==> config.mk <==
export PLATFORM = sky130hd
export DESIGN_NAME = tmr_pfd_top
export DESIGN_NICKNAME = d
export VERILOG_FILES = /design/src/rtl/tmr_pfd_pkg.sv /design/src/rtl/tmr_prescaler.sv /design/src/rtl/tmr_evt_sync.sv /design/src/rtl/tmr_count_core.sv /design/src/rtl/tmr_pfd_top.sv
export SDC_FILE = /design/constraint.sdc
export NUM_CORES = 1
export LEC_CHECK = 0
export BUFFER_PORTS_ARGS = -buffer_cell sky130_fd_sc_hd__buf_2
export CORE_MARGIN = 1
export CORE_UTILIZATION = 51
export DETAILED_ROUTE_END_ITERATION = 8
export HOLD_SLACK_MARGIN = 0.15
export PLACE_DENSITY = 0.75
export SLEW_MARGIN = 20
export SYNTH_ARGS = -nofsm -noshare
export SYNTH_HDL_FRONTEND = slang
export SYNTH_SLANG_ARGS = --single-unit
==> constraint.sdc <==
create_clock -name clk -period 1.8 [get_ports clk]
set_input_delay 0.27 -clock clk [delete_from_list [all_inputs] [get_ports clk]]
set_output_delay 0.27 -clock clk [all_outputs]
set_load 0.01 [all_outputs]
==> src/rtl/tmr_pfd_pkg.sv <==
package tmr_pfd_pkg;
  localparam int PSC_SEL_W = 3;

  typedef enum logic [1:0] {
    ADR_COUNT = 2'd0,
    ADR_CTRL  = 2'd1,
    ADR_FLAG  = 2'd2,
    ADR_NONE  = 2'd3
  } reg_addr_e;

  typedef struct packed {
    logic                 run;
    logic                 src_ext;
    logic [PSC_SEL_W-1:0] psc_sel;
  } ctrl_t;

  localparam int CTRL_W = $bits(ctrl_t);
endpackage

==> src/rtl/tmr_prescaler.sv <==
module tmr_prescaler #(
  parameter int SEL_W = 3
) (
  input  logic             clk,
  input  logic             rst,
  input  logic             clr,
  input  logic             clk_en,
  input  logic [SEL_W-1:0] sel,
  output logic             tick
);
  localparam int DIV_W = (1 << SEL_W) - 1;

  logic [DIV_W-1:0] psc_q;
  logic [DIV_W-1:0] mask;

  for (genvar g = 0; g < DIV_W; g++) begin : g_mask
    assign mask[g] = (int'(sel) > g);
  end

  always_ff @(posedge clk) begin
    if (rst || clr) psc_q <= '0;
    else if (clk_en) psc_q <= psc_q + DIV_W'(1);
  end

  assign tick = clk_en && ((psc_q & mask) == mask);
endmodule

==> src/rtl/tmr_evt_sync.sv <==
module tmr_evt_sync #(
  parameter int STAGES = 3
) (
  input  logic clk,
  input  logic rst,
  input  logic evt_i,
  output logic rise_o
);
  logic [STAGES-1:0] sync_q;
  logic              rise_q;

  always_ff @(posedge clk) begin
    if (rst) begin
      sync_q <= '0;
      rise_q <= 1'b0;
    end else begin
      sync_q <= {sync_q[STAGES-2:0], evt_i};
      rise_q <= sync_q[STAGES-2] & ~sync_q[STAGES-1];
    end
  end

  assign rise_o = rise_q;
endmodule

==> src/rtl/tmr_count_core.sv <==
module tmr_count_core #(
  parameter int CNT_W = 8
) (
  input  logic             clk,
  input  logic             rst,
  input  logic             tick,
  input  logic             load_en,
  input  logic [CNT_W-1:0] load_val,
  input  logic [CNT_W-1:0] preload,
  input  logic             flag_clr,
  output logic [CNT_W-1:0] cnt_o,
  output logic             wrap_o,
  output logic             flag_o,
  output logic             pfd_o,
  output logic             pfd_n_o
);
  logic [CNT_W-1:0] cnt_q;
  logic             flag_q, pfd_q, pfd_n_q;
  logic             wrap;

  assign wrap = tick && (cnt_q == {CNT_W{1'b1}});

  always_ff @(posedge clk) begin
    if (rst) begin
      cnt_q   <= '0;
      flag_q  <= 1'b0;
      pfd_q   <= 1'b0;
      pfd_n_q <= 1'b1;
    end else begin
      if (load_en)   cnt_q <= load_val;
      else if (wrap) cnt_q <= preload;
      else if (tick) cnt_q <= cnt_q + CNT_W'(1);

      if (wrap)          flag_q <= 1'b1;
      else if (flag_clr) flag_q <= 1'b0;

      if (wrap) begin
        pfd_q   <= ~pfd_q;
        pfd_n_q <= ~pfd_n_q;
      end
    end
  end

  assign cnt_o   = cnt_q;
  assign wrap_o  = wrap;
  assign flag_o  = flag_q;
  assign pfd_o   = pfd_q;
  assign pfd_n_o = pfd_n_q;
endmodule

==> src/rtl/tmr_pfd_top.sv <==
module tmr_pfd_top
  import tmr_pfd_pkg::*;
#(
  parameter int CNT_W  = 8,
  parameter int DATA_W = 8
) (
  input  logic              clk,
  input  logic              rst,
  input  logic              clk_en_i,
  input  logic              bus_wr,
  input  logic              bus_rd,
  input  logic [1:0]        bus_addr,
  input  logic [DATA_W-1:0] bus_wdata,
  output logic [DATA_W-1:0] bus_rdata,
  input  logic              ext_evt_i,
  output logic              ovf_flag_o,
  output logic              pfd_o,
  output logic              pfd_n_o
);
  reg_addr_e         addr;
  ctrl_t             ctrl_q;
  logic [CNT_W-1:0]  preload_q;
  logic [CNT_W-1:0]  cnt_q;
  logic [DATA_W-1:0] rdata_q, rd_mux;
  logic              int_tick, ext_tick, cnt_tick, rd_block;
  logic              wr_cnt, wr_ctrl, wr_flag, run_w, wrap_w;

  assign addr     = reg_addr_e'(bus_addr);
  assign wr_cnt   = bus_wr && (addr == ADR_COUNT);
  assign wr_ctrl  = bus_wr && (addr == ADR_CTRL);
  assign wr_flag  = bus_wr && (addr == ADR_FLAG);
  assign rd_block = bus_rd && (addr == ADR_COUNT);
  assign run_w    = ctrl_q.run;

  always_ff @(posedge clk) begin
    if (rst) begin
      ctrl_q    <= '0;
      preload_q <= '0;
    end else begin
      if (wr_ctrl) ctrl_q <= ctrl_t'(bus_wdata[CTRL_W-1:0]);
      if (wr_cnt)  preload_q <= bus_wdata[CNT_W-1:0];
    end
  end

  tmr_prescaler #(.SEL_W(PSC_SEL_W)) psc_i (
    .clk    (clk),
    .rst    (rst),
    .clr    (!ctrl_q.run || ctrl_q.src_ext || wr_ctrl),
    .clk_en (clk_en_i),
    .sel    (ctrl_q.psc_sel),
    .tick   (int_tick)
  );

  tmr_evt_sync #(.STAGES(3)) evt_i (
    .clk    (clk),
    .rst    (rst),
    .evt_i  (ext_evt_i),
    .rise_o (ext_tick)
  );

  assign cnt_tick = ctrl_q.run && !rd_block &&
                    (ctrl_q.src_ext ? ext_tick : int_tick);

  tmr_count_core #(.CNT_W(CNT_W)) core_i (
    .clk      (clk),
    .rst      (rst),
    .tick     (cnt_tick),
    .load_en  (wr_cnt && !ctrl_q.run),
    .load_val (bus_wdata[CNT_W-1:0]),
    .preload  (preload_q),
    .flag_clr (wr_flag),
    .cnt_o    (cnt_q),
    .wrap_o   (wrap_w),
    .flag_o   (ovf_flag_o),
    .pfd_o    (pfd_o),
    .pfd_n_o  (pfd_n_o)
  );

  always_comb begin
    rd_mux = '0;
    unique case (addr)
      ADR_COUNT: rd_mux[CNT_W-1:0]  = cnt_q;
      ADR_CTRL:  rd_mux[CTRL_W-1:0] = ctrl_q;
      ADR_FLAG:  rd_mux[0]          = ovf_flag_o;
      default:   rd_mux             = '0;
    endcase
  end

  always_ff @(posedge clk) begin
    if (rst)         rdata_q <= '0;
    else if (bus_rd) rdata_q <= rd_mux;
  end

  assign bus_rdata = rdata_q;
endmodule

==> out/metrics.cfg <==
[run_status]
status=complete, no violations

[critical_path]
crit_arrival_ns=1.88
cp_slowest_stage_delay_ns=0.45
path_buf_inv=1
worst-setup-path-type=flop to flop
crit_family=simple AND/OR/NAND/NOR gates
end_kind=flop
critPathSlowestCell=or3_4
cp-start-kind=flop
cp.required_ns=1.99
crit_chain=nand3_2, or3_4, nor3_4, buf_4, xnor2_1, nand2b_1
crit_fanout=5

[route]
dr_wl_met2_um=2180
wl_met3_um=327
wl_per_cell_um=14.1
drc=0
drt_iter0_drc=123
routed.top_layer=met4
drt-met1-wl_um=2060
drt-pass1-iter-count=4
drt-vias-per-instance=5.51
wl_um=4620
drt.antenna.violating_nets=0
via_count=1814

[sta]
period_needed_ns=1.69
tns_ns=0
slew_headroom_pct=74.9
slew_violations=0
tightest_slew_ns=0.376
hold_viol_final=0
setup_viol=0
worst_slack_ns=0.114
fin_worst_skew_ns=0.00864
fmax_ghz=0.593
grt_setup_unrepaired=no
period_share_pct=93.7

[floorplanning]
start_util_pct=53.9
fp.dieH_um=64.7
die_w_um=64.7
core_um2=3720
rows=22
dieArea_um2=4180
num_io_pins=27

[power]
totalPowerFinal_mw=1.94
ir_drop_mv=0.536
p_leak_nw=0.957
powerDensity_nw_per_um2=806

[logic_synthesis]
yosysWarnings=0
synth_largest_area_cell=dfxtp_1
synthFlopType=dfxtp_1
synthCells=238
synth_top_area_share_pct=43.0
yosys-top-cells-area=dfxtp_1 (43%), a21oi_1 (7.3%), nand2_1 (7.1%), mux2i_1 (4.5%), nor2_1 (4.1%)
syn-cell-area_um2=2000
syn_avg_cell_area_um2=8.41
syn_nets=256
ys_seq_area_share_pct=43.0
synth_edf_count=0
synth_cell_type_count=43
yosysMostFrequentCell=dfxtp_1
synthTopCellsByCount=dfxtp_1 (43), nand2_1 (38), a21oi_1 (29)
ys_ff_latch=43
synthArstFlopShare_pct=0

[global_routing]
grt_max_degree=21
grt_usage_pct=24.3
antenna_found_initial=0
grt_pass1_vias=1689
grt_pass1_wl_um=7690
overflow=0

[layout]
nets=298
n_fill_cell=326
drive_above_1_share_pct=24.2
multi_input_area_um2=1070
diodes=0
final_util_pct=64.9
areaGrowthSynthToFinish_pct=20.6
fin_cells=329
regArea_um2=862

[job]
cap_viol_max_count=0

[placement]
numPlacedInstances=320
dp_hpwl_um=3420
port-buffer-count=26
post-place-ws_ns=0.0584
gp_congestion=0.897

[cts]
ctsHoldBuffers=0
clock_sinks=43
cts-root-buf=clkbuf_8
clk_path_buf_depth=2
cts_tree=done
cts_buffers=5
htreeDepth=2
clk_pin_slew_ns=0.08
clk_latency_ns=0.29

[hold_path]
hold_path.class=input pin to flop

## layout make-up
type | instances | area share (%)
Clock inverter | 2 | 1.45
Clock buffer | 6 | 3.42
Sequential cell | 43 | 35.7
Timing Repair Buffer | 47 | 11.9
Inverter | 3 | 0.467
Multi-Input combinational cell | 180 | 44.5
Tap cell | 48 | 2.49
## kinds of logic after synthesis
| group | Yosys count | share of synthesized area (%) |
|---|---|---|
| simple gates | 105 | 25.6 |
| flops | 43 | 43.0 |
| mux | 10 | 5.25 |
| fa+ha+maj | 2 | 1.25 |
| buf+inv | 15 | 3.56 |
| compound gates | 52 | 16.5 |
| xor+xnor | 11 | 4.81 |
## flip-flops by register name, summed over array words and instances, names as in the netlist, 3 cells and up
register and cells:
bus_rdata 8, core_i.cnt_o 8, preload_q 8, psc_i.psc_q 7
ctrl_q 4, evt_i.sync_q 3
## repair_timing
action / 4_1_cts / 5_1_grt
endpoints found under the setup margin: 0 / 6
gates resized for setup: 0 / 2
setup buffers: 0 / 1
endpoints found under the hold margin: 0 / 0
## report_power, final
group | leakage (nW) | internal [mW] | switching [mW] | total, mW
clock | 0.0612 | 0.449 | 0.327 | 0.776
sequential | 0.349 | 0.974 | 0.0159 | 0.989
combinational | 0.547 | 0.0745 | 0.105 | 0.180
total | 0.957 | 1.50 | 0.448 | 1.94
## per-layer routing
metal / up-vias / track usage [%]
li1: 909 / -
met1: 843 / 30.3
met2: 54 / 40.5
met3: 8 / 6.34
met4: 0 / 8.06
met5: - / 0
## cells in the final DEF (no fill, tap or decap), types with 2 or more instances in the layout
| cell type | n |
|---|---|
| nand2b_1 | 4 |
| ha_1 | 2 |
| xnor2_1 | 4 |
| xor2_1 | 7 |
| mux2i_1 | 9 |
| and3_1 | 3 |
| a211oi_1 | 3 |
| nor2b_1 | 6 |
| o211ai_1 | 2 |
| nand4_1 | 5 |
| buf_4 | 21 |
| o21ai_0 | 2 |
| nand3_1 | 13 |
| nand2_1 | 38 |
| a22oi_1 | 6 |
| nor3_1 | 4 |
| a21oi_1 | 29 |
| clkbuf_8 | 6 |
| a21boi_1 | 2 |
| dfxtp_1 | 42 |
| nand3_2 | 2 |
| inv_1 | 2 |
| nor2_1 | 22 |
| buf_2 | 26 |
## worst reg2reg max path, delay by kind of cell, from the launching register on
family                    cells  cell delay [ns]
and+or+nand+nor               4             0.90
DFF                           1             0.40
buffers and inverters         1             0.17
xor gates and xnor gates      1             0.11
## metrics by stage
step,instance area (um^2),hold slack [ns]
after detailed placement,2280,0.379
after CTS,2400,0.179
final,2410,0.183
after global routing,2410,0.243
after floorplan,2000,0.366
after global placement,2280,0.373
## final timing paths
kind	from	endpoint	slack, ns	depth (start not counted)
min reg2reg	evt_i.sync_q[2]$_SDFF_PP0_	evt_i.rise_o$_SDFF_PP0_	0.39	1
max	core_i.cnt_o[4]$_SDFFE_PP0P_	core_i.pfd_n_o$_SDFFE_PP1P_	0.11	6
min	ext_evt_i	evt_i.sync_q[0]$_SDFF_PP0_	0.18	2
max reg2reg	core_i.cnt_o[4]$_SDFFE_PP0P_	core_i.pfd_n_o$_SDFFE_PP1P_	0.11	6
(Power assumes the default switching activity.)
